$ cat config.mk
export PLATFORM = sky130hd
export DESIGN_NAME = smb_txn_seq
export DESIGN_NICKNAME = d
export VERILOG_FILES = /design/src/rtl/smb_seq_pkg.sv /design/src/rtl/smb_crc8.sv /design/src/rtl/smb_op_decode.sv /design/src/rtl/smb_txn_seq.sv
export SDC_FILE = /design/constraint.sdc
export NUM_CORES = 1
export LEC_CHECK = 0
export ABC_CLOCK_PERIOD_IN_PS = 4490
export CORE_MARGIN = 2
export CORE_UTILIZATION = 40
export CTS_BUF_LIST = sky130_fd_sc_hd__clkbuf_8
export DETAILED_ROUTE_END_ITERATION = 6
export PLACE_DENSITY = 0.67
export SYNTH_ARGS = -nofsm -noshare
export SYNTH_HDL_FRONTEND = slang
export SYNTH_SLANG_ARGS = --single-unit
$ cat constraint.sdc
create_clock -name clk -period 4.49 [get_ports clk]
set_input_delay 0.898 -clock clk [delete_from_list [all_inputs] [get_ports clk]]
set_output_delay 0.898 -clock clk [all_outputs]
set_load 0.02 [all_outputs]
$ cat src/rtl/smb_seq_pkg.sv
package smb_seq_pkg;

    typedef enum logic [3:0] {
        OP_QUICK, OP_SEND, OP_RECV, OP_WR_BYTE, OP_RD_BYTE, OP_WR_WORD,
        OP_RD_WORD, OP_PCALL, OP_BLK_WR, OP_BLK_RD, OP_I2C_WR, OP_I2C_RD
    } smb_op_e;

    typedef enum logic [2:0] {
        PK_START, PK_RSTART, PK_STOP, PK_WRITE, PK_READ
    } prim_e;

    typedef enum logic [2:0] {
        E_OK, E_ADDR_NACK, E_CMD_NACK, E_DATA_NACK, E_BAD_COUNT, E_PEC, E_BAD_REQ
    } err_e;

    typedef enum logic [3:0] {
        PH_IDLE, PH_START, PH_ADDR1, PH_CMD, PH_WCNT, PH_WDATA, PH_WPEC,
        PH_RSTART, PH_ADDR2, PH_RCNT, PH_RDATA, PH_RPEC, PH_DRAIN, PH_STOP
    } phase_e;

    // Frame shape of one operation
    typedef struct packed {
        logic quick;     // address byte only
        logic first_rd;  // read direction in the first address byte
        logic has_cmd;   // command byte follows the address
        logic wr_cnt;    // count byte precedes the payload
        logic rd_rs;     // repeated start then read phase
        logic rd_cnt;    // read length comes from the target
    } op_info_t;

endpackage

$ cat src/rtl/smb_crc8.sv
module smb_crc8 #(
    parameter logic [7:0] POLY = 8'h07
) (
    input  logic [7:0] crc_in,
    input  logic [7:0] din,
    output logic [7:0] crc_out
);
    logic [7:0] acc;

    // MSB-first bitwise division, unrolled over the eight bits
    always_comb begin
        acc = crc_in ^ din;
        for (int i = 0; i < 8; i++) begin
            acc = acc[7] ? ((acc << 1) ^ POLY) : (acc << 1);
        end
        crc_out = acc;
    end
endmodule

$ cat src/rtl/smb_op_decode.sv
module smb_op_decode
    import smb_seq_pkg::*;
#(
    parameter int MAX_BLK = 32,
    parameter int LEN_W   = 6
) (
    input  logic [3:0]       op,
    input  logic [LEN_W-1:0] len,
    output op_info_t         info,
    output logic [LEN_W-1:0] wlen,
    output logic [LEN_W-1:0] rlen,
    output logic             bad
);
    localparam logic [LEN_W-1:0] MAX_L = LEN_W'(MAX_BLK);

    logic known, len_wr, len_rd;

    always_comb begin
        info   = '0;
        wlen   = '0;
        rlen   = '0;
        known  = 1'b1;
        len_wr = 1'b0;
        len_rd = 1'b0;
        case (op)
            OP_QUICK:   info.quick = 1'b1;
            OP_SEND:    wlen = LEN_W'(1);
            OP_RECV:    begin info.first_rd = 1'b1; rlen = LEN_W'(1); end
            OP_WR_BYTE: begin info.has_cmd = 1'b1; wlen = LEN_W'(1); end
            OP_RD_BYTE: begin info.has_cmd = 1'b1; info.rd_rs = 1'b1; rlen = LEN_W'(1); end
            OP_WR_WORD: begin info.has_cmd = 1'b1; wlen = LEN_W'(2); end
            OP_RD_WORD: begin info.has_cmd = 1'b1; info.rd_rs = 1'b1; rlen = LEN_W'(2); end
            OP_PCALL: begin
                info.has_cmd = 1'b1; info.rd_rs = 1'b1;
                wlen = LEN_W'(2); rlen = LEN_W'(2);
            end
            OP_BLK_WR:  begin info.has_cmd = 1'b1; info.wr_cnt = 1'b1; len_wr = 1'b1; wlen = len; end
            OP_BLK_RD:  begin info.has_cmd = 1'b1; info.rd_rs = 1'b1; info.rd_cnt = 1'b1; end
            OP_I2C_WR:  begin info.has_cmd = 1'b1; len_wr = 1'b1; wlen = len; end
            OP_I2C_RD:  begin info.has_cmd = 1'b1; info.rd_rs = 1'b1; len_rd = 1'b1; rlen = len; end
            default:    known = 1'b0;
        endcase
        // Block operations (ops 8 to 11) must stay within MAX_BLK; a host-sized read needs at least one byte
        bad = !known || ((len_wr || len_rd || info.rd_cnt) && (len > MAX_L))
                     || (len_rd && (len == '0));
    end
endmodule

$ cat src/rtl/smb_txn_seq.sv
module smb_txn_seq
    import smb_seq_pkg::*;
#(
    parameter int         MAX_BLK  = 32,
    parameter int         LEN_W    = $clog2(MAX_BLK + 1),
    parameter logic [7:0] PEC_POLY = 8'h07
) (
    input  logic             clk,
    input  logic             rst_n,
    input  logic             req_valid,
    input  logic [3:0]       req_op,
    input  logic [6:0]       req_addr,
    input  logic [7:0]       req_cmd,
    input  logic [LEN_W-1:0] req_len,
    input  logic             req_pec,
    input  logic             req_qbit,
    output logic [LEN_W-1:0] wbuf_idx,
    input  logic [7:0]       wbuf_data,
    output logic             cmd_valid,
    output logic [2:0]       cmd_kind,
    output logic [7:0]       cmd_byte,
    output logic             cmd_nack,
    input  logic             eng_done,
    input  logic             eng_nack,
    input  logic [7:0]       eng_rdata,
    output logic             busy,
    output logic             done,
    output logic [2:0]       err,
    output logic             rd_valid,
    output logic [7:0]       rd_data,
    output logic [LEN_W-1:0] rx_count
);
    localparam logic [7:0] MAX_B8 = 8'(MAX_BLK);

    typedef struct packed {
        phase_e           ph;
        logic             wt;      // primitive issued, awaiting completion
        logic [3:0]       op;
        logic [6:0]       addr;
        logic [7:0]       cmd;
        logic [LEN_W-1:0] len;
        logic             pec;
        logic             qbit;
        logic [LEN_W-1:0] idx;
        logic [LEN_W-1:0] rlen;
        logic [7:0]       crc;
        err_e             err;
        logic             done;
        logic             rdv;
        logic [7:0]       rdd;
        logic [LEN_W-1:0] rxc;
    } st_t;

    st_t st_q, st_d;

    op_info_t         info;
    logic [LEN_W-1:0] dec_wlen, dec_rlen, dec_len;
    logic [3:0]       dec_op;
    logic             dec_bad;
    prim_e            cur_kind;
    logic [7:0]       cur_byte, crc_byte, crc_nx;
    logic             cur_nack, last_w, last_r;
    phase_e           after_wr;

    assign dec_op  = (st_q.ph == PH_IDLE) ? req_op  : st_q.op;
    assign dec_len = (st_q.ph == PH_IDLE) ? req_len : st_q.len;

    smb_op_decode #(.MAX_BLK(MAX_BLK), .LEN_W(LEN_W)) dec_i (
        .op(dec_op), .len(dec_len), .info(info),
        .wlen(dec_wlen), .rlen(dec_rlen), .bad(dec_bad)
    );

    assign crc_byte = (cur_kind == PK_READ) ? eng_rdata : cur_byte;

    smb_crc8 #(.POLY(PEC_POLY)) crc_i (
        .crc_in(st_q.crc), .din(crc_byte), .crc_out(crc_nx)
    );

    assign last_w   = (st_q.idx == dec_wlen - 1'b1);
    assign last_r   = (st_q.idx == st_q.rlen - 1'b1);
    assign after_wr = info.rd_rs ? PH_RSTART : (st_q.pec ? PH_WPEC : PH_STOP);

    // Primitive for the current phase
    always_comb begin
        cur_kind = PK_WRITE;
        cur_byte = '0;
        cur_nack = 1'b0;
        case (st_q.ph)
            PH_START:  cur_kind = PK_START;
            PH_RSTART: cur_kind = PK_RSTART;
            PH_STOP:   cur_kind = PK_STOP;
            PH_ADDR1:  cur_byte = {st_q.addr, info.quick ? st_q.qbit : info.first_rd};
            PH_CMD:    cur_byte = st_q.cmd;
            PH_WCNT:   cur_byte = 8'(st_q.len);
            PH_WDATA:  cur_byte = wbuf_data;
            PH_WPEC:   cur_byte = st_q.crc;
            PH_ADDR2:  cur_byte = {st_q.addr, 1'b1};
            PH_RCNT:   cur_kind = PK_READ;
            PH_RDATA:  begin cur_kind = PK_READ; cur_nack = last_r && !st_q.pec; end
            PH_RPEC, PH_DRAIN: begin cur_kind = PK_READ; cur_nack = 1'b1; end
            default:   cur_kind = PK_WRITE;
        endcase
    end

    // Next-state
    always_comb begin
        st_d      = st_q;
        st_d.done = 1'b0;
        st_d.rdv  = 1'b0;
        if (st_q.ph == PH_IDLE) begin
            if (req_valid) begin
                st_d.op   = req_op;
                st_d.addr = req_addr;
                st_d.cmd  = req_cmd;
                st_d.len  = req_len;
                st_d.pec  = req_pec;
                st_d.qbit = req_qbit;
                st_d.idx  = '0;
                st_d.rlen = '0;
                st_d.rxc  = '0;
                st_d.crc  = '0;
                st_d.wt   = 1'b0;
                if (dec_bad) begin
                    st_d.err  = E_BAD_REQ;
                    st_d.done = 1'b1;
                end else begin
                    st_d.err = E_OK;
                    st_d.ph  = PH_START;
                end
            end
        end else if (!st_q.wt) begin
            st_d.wt = 1'b1;
        end else if (eng_done) begin
            st_d.wt = 1'b0;
            if (cur_kind == PK_WRITE || cur_kind == PK_READ) st_d.crc = crc_nx;
            case (st_q.ph)
                PH_START: st_d.ph = PH_ADDR1;
                PH_ADDR1: begin
                    if (eng_nack) begin
                        st_d.err = E_ADDR_NACK; st_d.ph = PH_STOP;
                    end else if (info.quick) begin
                        st_d.ph = PH_STOP;
                    end else if (info.first_rd) begin
                        st_d.rlen = dec_rlen; st_d.ph = PH_RDATA;
                    end else begin
                        st_d.ph = info.has_cmd ? PH_CMD : PH_WDATA;
                    end
                end
                PH_CMD: begin
                    if (eng_nack) begin
                        st_d.err = E_CMD_NACK; st_d.ph = PH_STOP;
                    end else if (info.wr_cnt) begin
                        st_d.ph = PH_WCNT;
                    end else begin
                        st_d.ph = (dec_wlen != '0) ? PH_WDATA : after_wr;
                    end
                end
                PH_WCNT: begin
                    if (eng_nack) begin
                        st_d.err = E_DATA_NACK; st_d.ph = PH_STOP;
                    end else begin
                        st_d.ph = (dec_wlen != '0) ? PH_WDATA : after_wr;
                    end
                end
                PH_WDATA: begin
                    if (eng_nack) begin
                        st_d.err = E_DATA_NACK; st_d.ph = PH_STOP;
                    end else if (last_w) begin
                        st_d.idx = '0; st_d.ph = after_wr;
                    end else begin
                        st_d.idx = st_q.idx + 1'b1;
                    end
                end
                PH_WPEC: begin
                    if (eng_nack) st_d.err = E_DATA_NACK;
                    st_d.ph = PH_STOP;
                end
                PH_RSTART: st_d.ph = PH_ADDR2;
                PH_ADDR2: begin
                    if (eng_nack) begin
                        st_d.err = E_ADDR_NACK; st_d.ph = PH_STOP;
                    end else if (info.rd_cnt) begin
                        st_d.ph = PH_RCNT;
                    end else begin
                        st_d.rlen = dec_rlen; st_d.ph = PH_RDATA;
                    end
                end
                PH_RCNT: begin
                    if (eng_rdata == 8'd0 || eng_rdata > MAX_B8) begin
                        st_d.err = E_BAD_COUNT; st_d.ph = PH_DRAIN;
                    end else begin
                        st_d.rlen = LEN_W'(eng_rdata); st_d.ph = PH_RDATA;
                    end
                end
                PH_RDATA: begin
                    st_d.rdv = 1'b1;
                    st_d.rdd = eng_rdata;
                    st_d.rxc = st_q.rxc + 1'b1;
                    st_d.idx = st_q.idx + 1'b1;
                    if (last_r) st_d.ph = st_q.pec ? PH_RPEC : PH_STOP;
                end
                PH_RPEC: begin
                    if (eng_rdata != st_q.crc) st_d.err = E_PEC;
                    st_d.ph = PH_STOP;
                end
                PH_DRAIN: st_d.ph = PH_STOP;
                PH_STOP: begin
                    st_d.done = 1'b1;
                    st_d.ph   = PH_IDLE;
                end
                default: st_d.ph = PH_IDLE;
            endcase
        end
    end

    always_ff @(posedge clk) begin
        if (!rst_n) st_q <= '0;
        else        st_q <= st_d;
    end

    assign cmd_valid = (st_q.ph != PH_IDLE) && !st_q.wt;
    assign cmd_kind  = cur_kind;
    assign cmd_byte  = cur_byte;
    assign cmd_nack  = cur_nack;
    assign wbuf_idx  = st_q.idx;
    assign busy      = (st_q.ph != PH_IDLE);
    assign done      = st_q.done;
    assign err       = st_q.err;
    assign rd_valid  = st_q.rdv;
    assign rd_data   = st_q.rdd;
    assign rx_count  = st_q.rxc;
endmodule

After elaboration in Yosys (flattened, before gate mapping)
Cells that the tools add are included.

word-level totals
  register bits after elaboration = 71
  latch bits = 0
  bits in writable memories = 0
  ROM bits = 0
  bits of input ports = 48
  output and inout bits = 39
  logic and storage cells = 204
  memories = 0

cells by class
  add/subtract/negate cells = 4
  multipliers = 0
  divide/modulo/power cells = 0
  order comparisons = 2
  equal/unequal tests = 45
  shift operators = 0
  multiplexer cells = 76
  bitwise gates (word level) = 13
  reductions and logical operators = 48

operators with widths
  operator                                             number
  2-to-1 mux 39 bit                                    2
  2-to-1 mux 6 bit                                     11
  2-to-1 mux 4 bit                                     15
  2-to-1 mux 56 bit                                    1
  2-to-1 mux 3 bit                                     18
  one-hot mux 6 bit (3 select lines)                   3
  one-hot mux 8 bit (6 select lines)                   1
  equality test 4 bit, second input constant           10
  one-hot mux 4 bit (10 select lines)                  1
  inequality test 3 bit, second input constant         11
  equality test 4 x 3 -> 1 bit, second input constant  8
  2-to-1 mux 24 bit                                    1
  NOT 3 bit                                            8
  equality test 4 x 2 -> 1 bit, second input constant  4
  2-to-1 mux 8 bit                                     2
  2-to-1 mux 15 bit                                    1
  one-hot mux 3 bit (5 select lines)                   1
  OR reduction 2 bit                                   7
  2-to-1 mux 1 bit                                     13
  adder 6 x 1 -> 6 bit, second input constant          2
  equality test 6 bit                                  2
  one-hot mux 3 bit (4 select lines)                   1
  one-hot mux 6 bit (2 select lines)                   1
  AND reduction 4 bit                                  3
  other kinds (35)                                     61

Longest topological paths before layout
  depth in word-level cells = 28
  depth in mapped cells = 15
  depth with buffers taken out = 12

Modules after synthesis
Synthesis repeated with hierarchy kept, for this count alone.

second synthesis, totals
  cell total of the unflattened synthesis = 673
  area, all modules = 5,191.2 um2

modules (own cells, without submodules)
  module         times used  cells an instance  area each (um2)  sequential area each (um2)
  smb_txn_seq    1           612                4,687.0          1,421.4
  smb_op_decode  1           41                 291.5            0.0
  smb_crc8       1           20                 212.7            0.0

Least setup slack after synthesis
No wires, ideal clock.

  path kind = input-to-reg
  from = in req_op[2]
  to = reg st_q, in the netlist wbuf_idx[3]
  library setup time = 120 ps
  data arrival time = 3,295 ps
  required time = 4,370 ps
  path slack = 1,075 ps
  cell stages on the path = 12
  buffers on the path = 1
  cell sequence = clkbuf_1 > nor3b_1 > mux2i_1 > o22a_1 > ha_1 > xnor2_1 > xnor2_1 > and4b_1 > nand4_1 > nor4b_4 > nor3_1 > a211o_1

on the way
  word-level cells in the longest chain between the ends = 12
  elaborated cells on any way between the ends = 19
  classes of those cells = add/sub: 1; eq/ne: 7; mux: 8; reduce/logical: 3

ends and longest elaborated chain
  element                                      line                 text
  from (decl)                                  smb_txn_seq.sv:11    input logic [3:0] req_op,
  2-to-1 mux 4 bit *                           smb_txn_seq.sv:65    assign dec_op = (st_q.ph == PH_IDLE) ? req_op : st_q.op;
  equality test 4 bit (tied with other cells)  smb_op_decode.sv:25  case (op)
  OR reduction 2 bit (no source line)          n/a
  one-hot mux 6 bit (3 select lines) *         smb_op_decode.sv:25
  subtractor 6 x 1 -> 6 bit *                  smb_txn_seq.sv:79    assign last_w = (st_q.idx == dec_wlen - 1'b1);
  equality test 6 bit *                        smb_txn_seq.sv:79
  2-to-1 mux 6 bit *                           smb_txn_seq.sv:168   end else if (last_w) begin
  2-to-1 mux 6 bit *                           smb_txn_seq.sv:166   if (eng_nack) begin
  one-hot mux 6 bit (2 select lines) *         smb_txn_seq.sv:136   case (st_q.ph)
  2-to-1 mux 39 bit *                          smb_txn_seq.sv:133   end else if (eng_done) begin
  2-to-1 mux 39 bit *                          smb_txn_seq.sv:131   end else if (!st_q.wt) begin
  2-to-1 mux 24 bit *                          smb_txn_seq.sv:110   if (st_q.ph == PH_IDLE) begin
  to (signal assigned)                         smb_txn_seq.sv:218   else st_q <= st_d;
  to (decl)                                    smb_txn_seq.sv:54    st_t st_q, st_d;

Mark *: on every way between the ends. The rest lies on a longest branch, timed or not. The select of a mux whose other input is x is not followed.
A chain may end at the register's enable or synchronous reset.

Worst setup path after layout
  from = reg st_q[68] in the netlist's numbering
  to = out cmd_byte[2]

on the way
  word-level cells in the longest chain between the ends = 2
  elaborated cells on any way between the ends = 7
  classes of those cells = eq/ne: 6; mux: 1

ends and longest elaborated chain
  element                                      line               text
  equality test 4 bit (tied with other cells)  smb_txn_seq.sv:88  case (st_q.ph)
  one-hot mux 8 bit (6 select lines) *         smb_txn_seq.sv:88
  to (decl)                                    smb_txn_seq.sv:21  output logic [7:0] cmd_byte,

Mark *: on every way between the ends. The rest lies on a longest branch, timed or not.

==> flow_metrics.env <==
export IMPL_gp_congestion=0.975
export IMPL_run_status="finished clean"
export IMPL_synthDistinctLibCells=80
export IMPL_longest_clk_path_bufs=2
export IMPL_grt_antenna_before_repair=0
export IMPL_critical_path_peak_fanout=27
export IMPL_cts_max_level=3
export IMPL_min_delay_start="err[1]"
export IMPL_grt_first_pass_wirelength_um=27000
export IMPL_grt_start_max_net_pins=44
export IMPL_fin_setup_tns_ns=0
export IMPL_pwr_share_comb_pct=21.4
export IMPL_setup_slack_ns=0.515
export IMPL_final_period_utilization_pct=88.5
export IMPL_synth_fp_nets=743
export IMPL_drtIter0Drc=524
export IMPL_route_antenna_remaining_nets=0
export IMPL_floorplan_rows=42
export IMPL_worst_hold_slack_ns=0.459
export IMPL_cts_tree="yes"
export IMPL_hold_path_end="err[1]"
export IMPL_antenna_diode_count=0
export IMPL_place_detailed_hpwl_um=12700
export IMPL_synth_cell_area_um2=5390
export IMPL_worstSetupPathType="flip-flop to output port"
export IMPL_post_synth_xor_area_fraction_pct=8.48
export IMPL_final_max_slew_viol_count=0
export IMPL_synthDominantCellAreaShare_pct=26.4
export IMPL_timing_reg2reg_setup_slack_ns=0.62
export IMPL_drcViolationCount=0
export IMPL_timing_fmax_mhz=252
export IMPL_final_cell_count_no_fill=914
export IMPL_stdcell_area_um2=6390
export IMPL_power_density_nw_per_um2=245
export IMPL_clkTransAtPathRegs_ns=0.07
export IMPL_clk_insertion_delay_late_ns=0.37
export IMPL_ctsRootBufferMaster="clkbuf_8"
export IMPL_util_after_layout_pct=48.5
export IMPL_synth_area_per_cell_um2=7.79
export IMPL_cp_end_kind="output port"
export IMPL_totalWireLength_um=17200
export IMPL_worst_ep_required_time_ns=3.59
export IMPL_dpl_worst_slack_ns=0.398
export IMPL_fin_total_pwr_mw=1.57
export IMPL_vias=5279
export IMPL_cts_hold_buffers_added=0
export IMPL_grt_remaining_overflow=0
export IMPL_post_route_min_period_ns=3.98
export IMPL_yosys_mux_area_fraction_pct=6.34
export IMPL_final_nets=785
export IMPL_worst_hold_path_type="flip-flop to flip-flop"
export IMPL_cell_type_with_the_largest_total_area_after_synthesis="dfxtp_1"
export IMPL_setup_repair_after_global_routing_missed_its_margin="false"
export IMPL_yosys_most_used_dff="dfxtp_1"
export IMPL_netlist_top_cells_area="dfxtp_1 26%, nand2_1 7.5%, a21boi_0 4.6%"
export IMPL_timing_critical_path_arrival_ns=3.08
export IMPL_start_util_pct=40.8
export IMPL_flow_area_growth_from_synthesis_pct=18.7
export IMPL_synth_most_common_cell="nand2_1"
export IMPL_worstSetupStartpointType="flip-flop"
export IMPL_post_synthesis_sequential_element_count=71
export IMPL_core_area_um2=13200
export IMPL_switching_share_pct=30.8
export IMPL_worstMarginPinSlew_ns=1.06
export IMPL_worst_hold_path_num_cells=2
export IMPL_timing_max_cap_violations=0
export IMPL_wl_per_cell_um=18.8
export IMPL_globalRouteTotalUtil_pct=24.1
export IMPL_ffs_w_async_s_r_synth_pct=0
export IMPL_switching_power_uw=482
export IMPL_layout_drive_gt1_share_pct=7.72
export IMPL_ys_top_cells_by_count="108 x nand2_1, 71 x dfxtp_1, 36 x nor2_1"
export IMPL_placement_io_buffers=86
export IMPL_vias_per_cell=5.78
export IMPL_slew_headroom_pct=29.3
export IMPL_synth_sequential_area_ratio_pct=26.4
export IMPL_power_static_leakage_nw=2.30
export IMPL_synthesized_area_fraction_occupied_by_ao_oa_aoi_and_oai_cells_pct=21.0
export IMPL_cell_total_after_placement=898
export IMPL_power_clock_fraction_pct=35.0
export IMPL_area_of_the_die_um2=14400
export IMPL_setup_worst_path_start="st_q[68]"
export IMPL_hold_violations=0
export IMPL_internal_power_mw=1.08
export IMPL_grt_pass1_vias=5106
export IMPL_synth_top_family_by_area="simple AND/OR/NAND/NOR gates"
export IMPL_finClkSkew_ns=0.00734
export IMPL_die_h_um=120
export IMPL_dpl_instance_area_um2=6180
export IMPL_cts_resized_gates=0
export IMPL_nFillCells=1295
export IMPL_cts_inserted_buffers=9
export IMPL_detail_route_first_pass_iterations=5
export IMPL_worst_r2r_cell_count=12
export IMPL_die_w_um=120
export IMPL_synthAdderAreaFrac_pct=0.929
export IMPL_synth_edf_count=0
export IMPL_cts_sinks=71
export IMPL_r2r_end="wbuf_idx[3]"
export IMPL_synthesis_yosys_warnings=0
export IMPL_floorplan_io_pins=87
export IMPL_postCtsSetupBuffers=0
export IMPL_setup_violations_final=0
export IMPL_r2r_start="st_q[68]"
export IMPL_vdd_drop_max_mv=0.137
export IMPL_postSynthCellCount=691
export IMPL_yosys_area_share_simple_pct=28.9
export IMPL_p_seq_share_pct=43.6
[cell families after synthesis]
kind of cell	Yosys count
AOI/OAI and AO/OA	161
xor gates and xnor gates	48
adders and majority gates	4
buffers and inverters	79
DFF	71
muxes	32
and+or+nand+nor	296
[state kept, by name, indices dropped and copies added, names as in the netlist]
register / cells
rx_count: 6
st_q: 46
rd_data: 8
done: 1
err: 3
rd_valid: 1
wbuf_idx: 6
[metal layers]
metal	routed length (um)	GRT usage, %	vias to the layer above
met4	468	9.12	0
met3	1320	6.13	37
met1	7640	31.4	2496
met5	0	0	-
li1	-	-	2519
met2	7780	38.1	227
[how the worst max path moves through the flow]
| stage | end | slack, ns | cells after the start |
|---|---|---|---|
| floorplan | wbuf_idx[3] | 1.07 | 12 |
| global placement | wbuf_idx[5] | 0.53 | 12 |
| detailed placement | wbuf_idx[3] | 0.40 | 12 |
| CTS | cmd_byte[2] | 0.56 | 5 |
| global route | cmd_byte[2] | 0.33 | 5 |
| finish | cmd_byte[2] | 0.51 | 5 |
[final cells by class]
type	instances	area, um^2	area share, %
inverters	8	30.0	0.470
clock buffers	11	151	2.37
multi-input cells	541	3530	55.3
clock inverters	5	56.3	0.881
well taps	176	220	3.44
repair buffers	102	981	15.3
flip-flops and latches	71	1420	22.2
[power by group through the flow]
stage	clock [mW]	sequential (mW)	combinational, mW
after detailed placement	0	0.695	0.331
final	0.548	0.682	0.335
after global routing	0.591	0.684	0.365
after floorplan	0	0.677	0.217
after global placement	0	0.695	0.327
after CTS	0.563	0.680	0.333
[critical path, stage by stage (launching register included)]
cell             delay [ns]
dfxtp_1                1.02
xor2_1                 0.31
and2_1                 0.38
nand2_1                0.13
o211ai_1               0.18
clkdlybuf4s50_1        0.68
[layout by cell type (no fill, tap or decap), types with 4 or more instances in the layout]
| cell type | n |
|---|---|
| a211oi_1 | 6 |
| clkbuf_8 | 11 |
| a21boi_0 | 33 |
| xnor2_1 | 28 |
| inv_1 | 7 |
| and2_1 | 8 |
| or4_1 | 4 |
| nand2b_1 | 6 |
| buf_4 | 16 |
| nand2_1 | 108 |
| or2_2 | 4 |
| xor2_1 | 17 |
| nor4_1 | 6 |
| nor2b_1 | 23 |
| o31ai_1 | 5 |
| nand3b_1 | 10 |
| o21ai_0 | 26 |
| mux2_2 | 7 |
| a211o_1 | 4 |
| clkdlybuf4s50_1 | 86 |
| nor3b_1 | 4 |
| and3_1 | 5 |
| a221oi_1 | 5 |
| nand4_1 | 6 |
| a22oi_1 | 6 |
| a22o_1 | 11 |
| nand3_1 | 25 |
| dfxtp_1 | 71 |
| ha_1 | 4 |
| a21oi_1 | 29 |
| nor2_1 | 36 |
| and3b_1 | 5 |
| nor4b_1 | 4 |
| mux2i_1 | 24 |
| nor3_1 | 22 |
Note: power is estimated with default switching activity, not from simulation.
